[config.mk]
export PLATFORM = sky130hd
export DESIGN_NAME = lcd_pixel_capture
export DESIGN_NICKNAME = d
export VERILOG_FILES = /design/src/rtl/lcd_capture_pkg.sv /design/src/rtl/lcd_capture_sync.sv /design/src/rtl/lcd_capture_edge.sv /design/src/rtl/lcd_capture_fsm.sv /design/src/rtl/lcd_pixel_capture.sv
export SDC_FILE = /design/constraint.sdc
export NUM_CORES = 1
export LEC_CHECK = 0
export ABC_AREA = 1
export ABC_CLOCK_PERIOD_IN_PS = 2300
export BUFFER_PORTS_ARGS = -buffer_cell sky130_fd_sc_hd__clkbuf_2
export CAP_MARGIN = 20
export CORE_MARGIN = 5
export CORE_UTILIZATION = 62
export DETAILED_ROUTE_END_ITERATION = 8
export GPL_TIMING_DRIVEN = 0
export PLACE_DENSITY_LB_ADDON = 0.3
export SYNTH_ARGS = -nofsm -noshare
export SYNTH_HDL_FRONTEND = slang
export SYNTH_HIERARCHICAL = 1
export SYNTH_SLANG_ARGS = --single-unit
[constraint.sdc]
create_clock -name clk -period 2.3 [get_ports clk]
set_input_delay 0.23 -clock clk [delete_from_list [all_inputs] [get_ports clk]]
set_output_delay 0.23 -clock clk [all_outputs]
set_load 0.01 [all_outputs]
[src/rtl/lcd_capture_pkg.sv]
package lcd_capture_pkg;

    // Controller states
    typedef enum logic [1:0] {
        ST_IDLE   = 2'd0,   // waiting for a frame start
        ST_GAP    = 2'd1,   // inside a frame, between lines
        ST_LEAD   = 2'd2,   // horizontal sync high, pixel clock ignored
        ST_ACTIVE = 2'd3    // collecting pixels 1..COLS-1
    } cap_state_e;

    // Bus sample as seen after synchronisation
    typedef struct packed {
        logic       vs;
        logic       hs;
        logic       ck;
        logic [1:0] dat;    // {high bit, low bit}
    } lcd_bus_t;

endpackage

[src/rtl/lcd_capture_sync.sv]
// Multi-stage synchroniser for a vector of asynchronous inputs.
// All bits see the same delay so data stays aligned with the strobes.
module lcd_capture_sync #(
    parameter int W      = 5,
    parameter int STAGES = 2
) (
    input  logic         clk,
    input  logic         rst_n,
    input  logic [W-1:0] async_i,
    output logic [W-1:0] sync_o
);

    logic [W-1:0] stage_q [STAGES];

    always_ff @(posedge clk or negedge rst_n) begin
        if (!rst_n) begin
            for (int i = 0; i < STAGES; i++) stage_q[i] <= '0;
        end else begin
            stage_q[0] <= async_i;
            for (int i = 1; i < STAGES; i++) stage_q[i] <= stage_q[i-1];
        end
    end

    assign sync_o = stage_q[STAGES-1];

endmodule

[src/rtl/lcd_capture_edge.sv]
// Per-bit edge detector; FALL_MASK chooses falling (1) or rising (0) per bit.
module lcd_capture_edge #(
    parameter int           W         = 4,
    parameter logic [W-1:0] FALL_MASK = '0
) (
    input  logic         clk,
    input  logic         rst_n,
    input  logic [W-1:0] level_i,
    output logic [W-1:0] strobe_o
);

    logic [W-1:0] prev_q;

    always_ff @(posedge clk or negedge rst_n) begin
        if (!rst_n) prev_q <= '0;
        else        prev_q <= level_i;
    end

    for (genvar b = 0; b < W; b++) begin : g_bit
        if (FALL_MASK[b]) begin : g_fall
            assign strobe_o[b] = prev_q[b] & ~level_i[b];
        end else begin : g_rise
            assign strobe_o[b] = ~prev_q[b] & level_i[b];
        end
    end

endmodule

[src/rtl/lcd_capture_fsm.sv]
// Frame/line/pixel controller working on synchronised strobes.
module lcd_capture_fsm
    import lcd_capture_pkg::*;
#(
    parameter int COLS  = 160,
    parameter int ROWS  = 144,
    parameter int COL_W = (COLS > 1) ? $clog2(COLS) : 1,
    parameter int ROW_W = (ROWS > 1) ? $clog2(ROWS) : 1
) (
    input  logic             clk,
    input  logic             rst_n,
    input  logic             vs_rise,
    input  logic             hs_rise,
    input  logic             hs_fall,
    input  logic             ck_fall,
    input  logic             hs_level,
    input  logic [1:0]       dat,
    output logic             pix_valid,
    output logic [1:0]       pix_value,
    output logic [COL_W-1:0] pix_col,
    output logic [ROW_W-1:0] pix_row,
    output logic             pix_sof,
    output logic             pix_eof,
    output logic             frame_err
);

    localparam logic [COL_W-1:0] COL_LAST = COL_W'(COLS - 1);
    localparam logic [ROW_W-1:0] ROW_LAST = ROW_W'(ROWS - 1);

    cap_state_e       state_q, state_n;
    logic [COL_W-1:0] col_q, col_n;
    logic [ROW_W-1:0] row_q, row_n;
    logic             emit, err_ev, last_ev;
    logic [COL_W-1:0] emit_col;

    // Next-state and event decode
    always_comb begin
        state_n  = state_q;
        col_n    = col_q;
        row_n    = row_q;
        emit     = 1'b0;
        err_ev   = 1'b0;
        last_ev  = 1'b0;
        emit_col = col_q;
        if (vs_rise) begin
            // frame-start from IDLE, resync from any in-frame state
            err_ev  = (state_q != ST_IDLE);
            row_n   = '0;
            col_n   = '0;
            state_n = hs_level ? ST_LEAD : ST_GAP;
        end else begin
            unique case (state_q)
                ST_IDLE: begin
                    state_n = ST_IDLE;
                end
                ST_GAP: begin
                    if (hs_rise) begin
                        state_n = ST_LEAD;          // line-start
                    end else if (ck_fall) begin
                        err_ev  = 1'b1;             // long line
                    end
                end
                ST_LEAD: begin
                    if (hs_fall) begin
                        emit     = 1'b1;            // first-pixel
                        emit_col = '0;
                        col_n    = COL_W'(1);
                        state_n  = ST_ACTIVE;
                    end
                end
                ST_ACTIVE: begin
                    if (hs_rise) begin
                        err_ev = 1'b1;              // cut-line
                        row_n  = row_q + ROW_W'(1);
                        state_n = (row_q == ROW_LAST) ? ST_IDLE : ST_LEAD;
                    end else if (ck_fall) begin
                        emit = 1'b1;
                        if (col_q == COL_LAST) begin
                            if (row_q == ROW_LAST) begin
                                last_ev = 1'b1;     // frame-done
                                state_n = ST_IDLE;
                            end else begin
                                row_n   = row_q + ROW_W'(1);
                                state_n = ST_GAP;   // line-done
                            end
                        end else begin
                            col_n = col_q + COL_W'(1);
                        end
                    end
                end
            endcase
        end
    end

    // State register
    always_ff @(posedge clk or negedge rst_n) begin
        if (!rst_n) state_q <= ST_IDLE;
        else        state_q <= state_n;
    end

    // Counters and registered outputs
    always_ff @(posedge clk or negedge rst_n) begin
        if (!rst_n) begin
            col_q     <= '0;
            row_q     <= '0;
            pix_valid <= 1'b0;
            pix_value <= '0;
            pix_col   <= '0;
            pix_row   <= '0;
            pix_sof   <= 1'b0;
            pix_eof   <= 1'b0;
            frame_err <= 1'b0;
        end else begin
            col_q     <= col_n;
            row_q     <= row_n;
            pix_valid <= emit;
            pix_sof   <= emit && (emit_col == '0) && (row_q == '0);
            pix_eof   <= emit && last_ev;
            frame_err <= frame_err | err_ev;
            if (emit) begin
                pix_value <= dat;
                pix_col   <= emit_col;
                pix_row   <= row_q;
            end
        end
    end

    // reported coordinates stay inside the frame
    a_r5_coords_in_range: assert property (@(posedge clk) disable iff (!rst_n)
        pix_valid |-> (pix_col <= COL_LAST && pix_row <= ROW_LAST));

    // start mark only at the origin
    a_r6_sof_at_origin: assert property (@(posedge clk) disable iff (!rst_n)
        pix_sof |-> (pix_valid && pix_col == '0 && pix_row == '0));

    // end mark only at the far corner
    a_r6_eof_at_corner: assert property (@(posedge clk) disable iff (!rst_n)
        pix_eof |-> (pix_valid && pix_col == COL_LAST && pix_row == ROW_LAST));

    // a clock fall while the horizontal sync is high yields nothing
    a_r3_lead_clock_dropped: assert property (@(posedge clk) disable iff (!rst_n)
        (state_q == ST_LEAD && ck_fall && !hs_fall && !vs_rise) |=> !pix_valid);

    // horizontal sync fall yields column 0
    a_r4_first_on_hsync: assert property (@(posedge clk) disable iff (!rst_n)
        (state_q == ST_LEAD && hs_fall && !vs_rise) |=> (pix_valid && pix_col == '0));

    // nothing emitted while idle
    a_r2_idle_silent: assert property (@(posedge clk) disable iff (!rst_n)
        (state_q == ST_IDLE) |=> !pix_valid);

    // clock fall between lines flags an error
    a_r8_long_line_flag: assert property (@(posedge clk) disable iff (!rst_n)
        (state_q == ST_GAP && ck_fall && !vs_rise && !hs_rise) |=> frame_err);

    // vertical sync inside a frame flags an error
    a_r9_resync_flag: assert property (@(posedge clk) disable iff (!rst_n)
        (state_q != ST_IDLE && vs_rise) |=> frame_err);

    // error flag is sticky
    a_r10_err_sticky: assert property (@(posedge clk) disable iff (!rst_n)
        frame_err |=> frame_err);

endmodule

[src/rtl/lcd_pixel_capture.sv]
// Top: synchronise the bus, find edges, run the capture controller.
module lcd_pixel_capture
    import lcd_capture_pkg::*;
#(
    parameter int COLS        = 160,
    parameter int ROWS        = 144,
    parameter int SYNC_STAGES = 2,
    parameter int COL_W       = (COLS > 1) ? $clog2(COLS) : 1,
    parameter int ROW_W       = (ROWS > 1) ? $clog2(ROWS) : 1
) (
    input  logic             clk,
    input  logic             rst_n,
    input  logic             lcd_vsync,
    input  logic             lcd_hsync,
    input  logic             lcd_pclk,
    input  logic             lcd_d0,
    input  logic             lcd_d1,
    output logic             pix_valid,
    output logic [1:0]       pix_value,
    output logic [COL_W-1:0] pix_col,
    output logic [ROW_W-1:0] pix_row,
    output logic             pix_sof,
    output logic             pix_eof,
    output logic             frame_err
);

    localparam int BUS_W  = $bits(lcd_bus_t);
    localparam int EDGE_W = 4;
    // bit3 vsync rise, bit2 hsync rise, bit1 hsync fall, bit0 clock fall
    localparam logic [EDGE_W-1:0] EDGE_FALL = 4'b0011;

    lcd_bus_t          bus_raw;
    lcd_bus_t          bus_sync;
    logic [EDGE_W-1:0] strobes;

    assign bus_raw.vs  = lcd_vsync;
    assign bus_raw.hs  = lcd_hsync;
    assign bus_raw.ck  = lcd_pclk;
    assign bus_raw.dat = {lcd_d1, lcd_d0};

    lcd_capture_sync #(
        .W      (BUS_W),
        .STAGES (SYNC_STAGES)
    ) u_sync (
        .clk     (clk),
        .rst_n   (rst_n),
        .async_i (bus_raw),
        .sync_o  (bus_sync)
    );

    lcd_capture_edge #(
        .W         (EDGE_W),
        .FALL_MASK (EDGE_FALL)
    ) u_edge (
        .clk      (clk),
        .rst_n    (rst_n),
        .level_i  ({bus_sync.vs, bus_sync.hs, bus_sync.hs, bus_sync.ck}),
        .strobe_o (strobes)
    );

    lcd_capture_fsm #(
        .COLS  (COLS),
        .ROWS  (ROWS),
        .COL_W (COL_W),
        .ROW_W (ROW_W)
    ) u_fsm (
        .clk       (clk),
        .rst_n     (rst_n),
        .vs_rise   (strobes[3]),
        .hs_rise   (strobes[2]),
        .hs_fall   (strobes[1]),
        .ck_fall   (strobes[0]),
        .hs_level  (bus_sync.hs),
        .dat       (bus_sync.dat),
        .pix_valid (pix_valid),
        .pix_value (pix_value),
        .pix_col   (pix_col),
        .pix_row   (pix_row),
        .pix_sof   (pix_sof),
        .pix_eof   (pix_eof),
        .frame_err (frame_err)
    );

endmodule

## Word-level counts from Yosys, hierarchy flattened

Cells that the tools add are included.

- Word-level logic and storage cells: 90
- Output and inout bits: 22
- Bits in registers: 54
- Input bits: 7

- $add $sub $neg: 2
- Bitwise logic cells: 9
- Reduce and logical (&&, ||, !) cells: 14
- Muxes and demuxes: 39
- Equal/unequal tests: 13

Operators by type and width:

| cell | count |
|---|---|
| $mux W8 | 14 |
| $add A8 B1 Y8 const B | 2 |
| $eq A8 B8 Y1 const B | 2 |
| $logic_not A8 Y1 | 2 |
| $mux W2 | 8 |
| $pmux W8 S2 | 1 |
| $mux W1 | 13 |
| $ne A3 B1 Y1 const B | 4 |
| $reduce_bool A3 Y1 | 3 |
| $ne A4 B1 Y1 const B | 2 |
| $pmux W2 S4 | 1 |
| $reduce_and A4 Y1 | 2 |
| $ne A3 B2 Y1 const B | 2 |
| $reduce_and A5 Y1 | 1 |
| $and A1 B1 Y1 | 4 |
| $eq A2 B2 Y1 const B | 2 |
| $not A1 Y1 | 4 |
| $pmux W1 S2 | 2 |
| $reduce_bool A2 Y1 | 2 |
| $logic_and A1 B1 Y1 | 3 |
| $eq A2 B1 Y1 const B | 1 |
| $logic_not A2 Y1 | 1 |
| $or A1 B1 Y1 | 1 |

## Logic depth before layout (Yosys ltp)

- Depth in word-level cells: 8
- Gate-level depth with buffers: 11
- Depth with buffers taken out: 10

## Cells and area by module

The synthesis kept the hierarchy.

By module, submodules not included:

| module | times used | seq. area each (µm²) | cells each | area an instance (µm²) |
|---|---|---|---|---|
| lcd_capture_fsm | 1 | 1,001.0 | 298 | 2,301.0 |
| lcd_capture_sync | 1 | 250.2 | 15 | 287.8 |
| lcd_capture_edge | 1 | 100.1 | 12 | 140.1 |

## Least setup slack after synthesis

OpenSTA, ideal clock, no wires.

- Kind: reg2reg
- Start: register u_sync.stage_q, in the netlist u_sync/sync_o[4]
- End: register u_fsm.pix_col[6]
- Setup slack: 792 ps
- Cell stages (with the launch flop): 12
- Data required time: 2,176 ps
- Clock period less this slack: 1,508 ps
- Arrival: 1,384 ps
- Path buffers: 3
- Path through: dfrtp_1 -> buf_4 -> inv_1 -> nor2_2 -> buf_4 -> inv_1 -> nand3_4 -> nand2_8 -> inv_4 -> buf_6 -> nand2_2 -> o31ai_1

- Word-level cells in the longest chain between the ends: 2
- Elaborated cells on any way between the ends: 3
- Classes of those cells: mux (2); bitwise (1)

RTL lines:

| element | RTL line | text |
|---|---|---|
| from (decl) | lcd_capture_sync.sv:13 | `logic [W-1:0] stage_q [STAGES];` |
| $and A1 B1 Y1 | lcd_capture_edge.sv:23 | `assign strobe_o[b] = ~prev_q[b] & level_i[b];` |
| named net strobes[3] | lcd_pixel_capture.sv:34 | `logic [EDGE_W-1:0] strobes;` |
| $mux W1 | lcd_capture_fsm.sv:45 | `if (vs_rise) begin` |
| named net u_fsm.emit | lcd_capture_fsm.sv:33 | `logic emit, err_ev, last_ev;` |
| to (signal assigned) | lcd_capture_fsm.sv:122 | `pix_col <= emit_col;` |
| to (decl) | lcd_capture_fsm.sv:20 | `output logic [COL_W-1:0] pix_col,` |

The timed path passes the listed nets, and every way through them passes these cells.
A chain may end at the register's enable or synchronous reset.

## Final worst setup path

- Start: register u_sync.stage_q, in the netlist u_sync/sync_o[4]
- End: register u_fsm.pix_col[4]

The elaborated chain is that of the path after synthesis.

==> run_results.csv <==
group,metric,value,unit
pwr,power_frac_comb,31.7,%
die,die_w,76.3,µm
clocking,cts_made_buffers,5,
pwr,p_per_area,868,nW/µm²
min_path,hp-class,"input pin to flip-flop",
clocking,post_cts_buffers,0,
critical_path,timing.rr.start,"u_sync/sync_o[4]$_DFF_PN0_",
yosys,synth.most_common_cell,"nand2_1",
route,drt_iter0_markers,131,
timing,period_needed,1680,ps
critical_path,critical-path-max-stage-delay,370,ps
die,coreArea,4320,µm²
clocking,cts.sinks,54,
die,dieArea,5830,µm²
place,dp.cells,406,
timing,rsz0062_at_grt,"no",
route,wl_per_cell,11.7,µm
critical_path,worstReg2RegEnd,"u_fsm/pix_col[4]$_DFFE_PN0P_",
yosys,syn_inst,325,
min_path,holdPathEnd,"u_sync/stage_q[5]$_DFF_PN0_",
min_path,hp-start,"lcd_d0",
critical_path,startpoint_type,"flip-flop",
layout,final_cells,415,
critical_path,worstPathCellList,"buf_4, inv_1, nor2_2, buf_4, inv_1, nand3_4, nand2_8, inv_4, buf_6, nand2_1, o31ai_1",
timing,period_share,73.0,%
place,hpwl,3.63,mm
clocking,cts_root_buffer,"clkbuf_8",
die,rows,24,
min_path,whs_path_depth,1,
global_routing,grt-ovfl-total,0,
die,initial_core_util,63.1,%
clocking,clock_path_buffers,2,
global_routing,grt_pass1_wl,8.99,mm
yosys,syn-num-nets,335,
job,cap_violations,0,
die,die_h,76.3,µm
route,vias_per_cell,5.08,
route,drt_wl_total,4.86,mm
critical_path,critPathArrivalTime,1870,ps
layout,antenna_cells_inserted,0,
layout,num-nets-final,372,
route,drcViolationCount,0,
critical_path,criticalPathCategory,"flip-flop to flip-flop",
route,ant_nets,0,
yosys,synth.top_cell.area_share,49.5,%
yosys,synth_seq_cells,54,
clocking,cts_resized,0,
critical_path,worst_path_max_delay_cell,"dfrtp_1",
status,outcome,"finished, final reports clean",
timing,relSlewSlack,65.5,%
global_routing,antenna_found_initial,0,
yosys,netlist_area,2730,µm²
global_routing,grt_max_degree,37,
yosys,synth-edff-count,0,
global_routing,grt_pass1_vias,2033,
timing,worst_hold_slack,21.7,ps
route,vias,2109,
pwr,vdd_drop_max,0.000803,V
timing,fin_tns_setup,0,ps
clocking,cts_max_level,2,
route,dr.pass1.iters,4,
critical_path,cp_num_cells,11,
critical_path,critPathTopFamily,"buffers and inverters",
pwr,swShare,35.8,%
timing,tightest_slew,517,ps
place,port_buffers,28,
clocking,clock_latency,300,ps
critical_path,cp_max_fo,10,
critical_path,rrSetupSlack,620,ps
pwr,p_switching,0.958,mW
timing,final-hold-violation-count,0,
yosys,yosysTopAreaCell,"dfrtp_1",
timing,setup_viol,0,
critical_path,worstPathRequired,2490,ps
clocking,cts_tree,"built",
place,globalplace.congestion,0.900,
yosys,async_reset_ff_share,100,%
pwr,intPower,1.72,mW
yosys,yosysUniqueCellTypes,33,
clocking,clk_pin_slew,100,ps
yosys,ys_seq_area_share,49.5,%
yosys,ys_top_cells_by_area,"dfrtp_1 50%, nand2_1 15%, inv_1 4.3%",
critical_path,path_buf_inv,6,
yosys,yosysWarnings,6,
layout,drive_above_1_share,25.1,%
pwr,leakage,1.64,nW
yosys,syn_avg_cell_area,8.40,µm²
critical_path,cp-end-kind,"flip-flop",
yosys,synth_top_flop_cell,"dfrtp_1",
clocking,hold_buffers,1,
timing,skew,6.44,ps
timing,max_freq,596,MHz
yosys,synth_top_cells_by_count,"109 x nand2_1, 54 x dfrtp_1, 31 x inv_1, 28 x nor2_1",
timing,slew_violations,0,
pwr,pwr-share-seq,44.5,%
global_routing,grt_usage,18.4,%
pwr,clkPwrFrac,23.8,%
critical_path,r2r_cells,11,
die,io_pins,29,
layout,area_growth,12.9,%
## power by group through the flow
stage,sequential [mW],clock (mW),combinational (mW)
floorplan,1.22,0,0.602
global placement,1.20,0,0.818
detailed placement,1.21,0,0.850
CTS,1.19,0.656,0.861
global route,1.21,0.700,0.965
finish,1.19,0.637,0.846
## layout by cell type, fill, tap and decap left out, drive strengths merged
master and count:
nand2 126, dfrtp 54, nor2 40, inv 38
clkbuf 33, o21ai 16, nand3 15, buf 11
o31ai 6, nand4 5, a21oi 3, xor2 3
ha 3, nor3b 2, clkinv 1, bufinv 1
dlygate4sd3 1, a31oi 1, nor4 1, o21a 1
nor3 1, a21boi 1
## kinds of logic (layout without fill, tap and decap cells)
family | Yosys count | in the layout | synth area share [%]
xor+xnor | 3 | 3 | 0.963
simple gates | 190 | 190 | 33.3
compound gates | 28 | 28 | 6.88
flops | 54 | 54 | 49.5
fa+ha+maj | 3 | 3 | 1.38
buf+inv | 47 | 85 | 7.98
## area by class of cell
type,count,area [µm²]
Multi-Input combinational cell,224,1160
Inverter,37,141
Fill cell,340,1240
Sequential cell,54,1350
Clock inverter,3,47.5
Tap cell,52,65.1
Buffer,10,76.3
Clock buffer,5,68.8
Timing Repair Buffer,30,170
## state kept, by name, indices dropped and copies added (netlist names)
signal	cells
u_edge/prev_q	4
u_fsm/col_q	8
u_fsm/frame_err	1
u_fsm/pix_col	8
u_fsm/pix_eof	1
u_fsm/pix_row	8
u_fsm/pix_sof	1
u_fsm/pix_valid	1
u_fsm/pix_value	2
u_fsm/row_q	8
u_fsm/state_q	2
u_sync/stage_q	5
u_sync/sync_o	5
## per-stage QoR
step                      area, µm²  setup slack (ps)  util (%)  total power [mW]
after global routing           3080               490      71.2              2.87
after floorplan                2730               792         -              1.82
final                          3080               622      71.2              2.67
after global placement         2930               649      67.9              2.02
after detailed placement       2950               626      68.3              2.06
after CTS                      3080               612      71.2              2.71
## per-layer routing
layer | track usage, % | up-vias | wire, µm
met2 | 29.3 | 44 | 2320
met3 | 3.66 | 6 | 218
met1 | 25.7 | 975 | 2270
met4 | 5.24 | 0 | 53
li1 | - | 1084 | -
met5 | 0 | - | 0
## how the worst max path moves through the flow
stage | start | end | slack [ps]
after global placement | u_sync/sync_o[4]$_DFF_PN0_ | u_fsm/pix_col[6]$_DFFE_PN0P_ | 650
after floorplan | u_sync/sync_o[4]$_DFF_PN0_ | u_fsm/pix_col[6]$_DFFE_PN0P_ | 790
after CTS | u_sync/sync_o[4]$_DFF_PN0_ | u_fsm/pix_col[6]$_DFFE_PN0P_ | 610
final | u_sync/sync_o[4]$_DFF_PN0_ | u_fsm/pix_col[4]$_DFFE_PN0P_ | 620
after detailed placement | u_sync/sync_o[4]$_DFF_PN0_ | u_fsm/pix_col[6]$_DFFE_PN0P_ | 630
after global routing | u_sync/sync_o[4]$_DFF_PN0_ | u_fsm/pix_col[4]$_DFFE_PN0P_ | 490
Power figures use the tool's default switching activity.
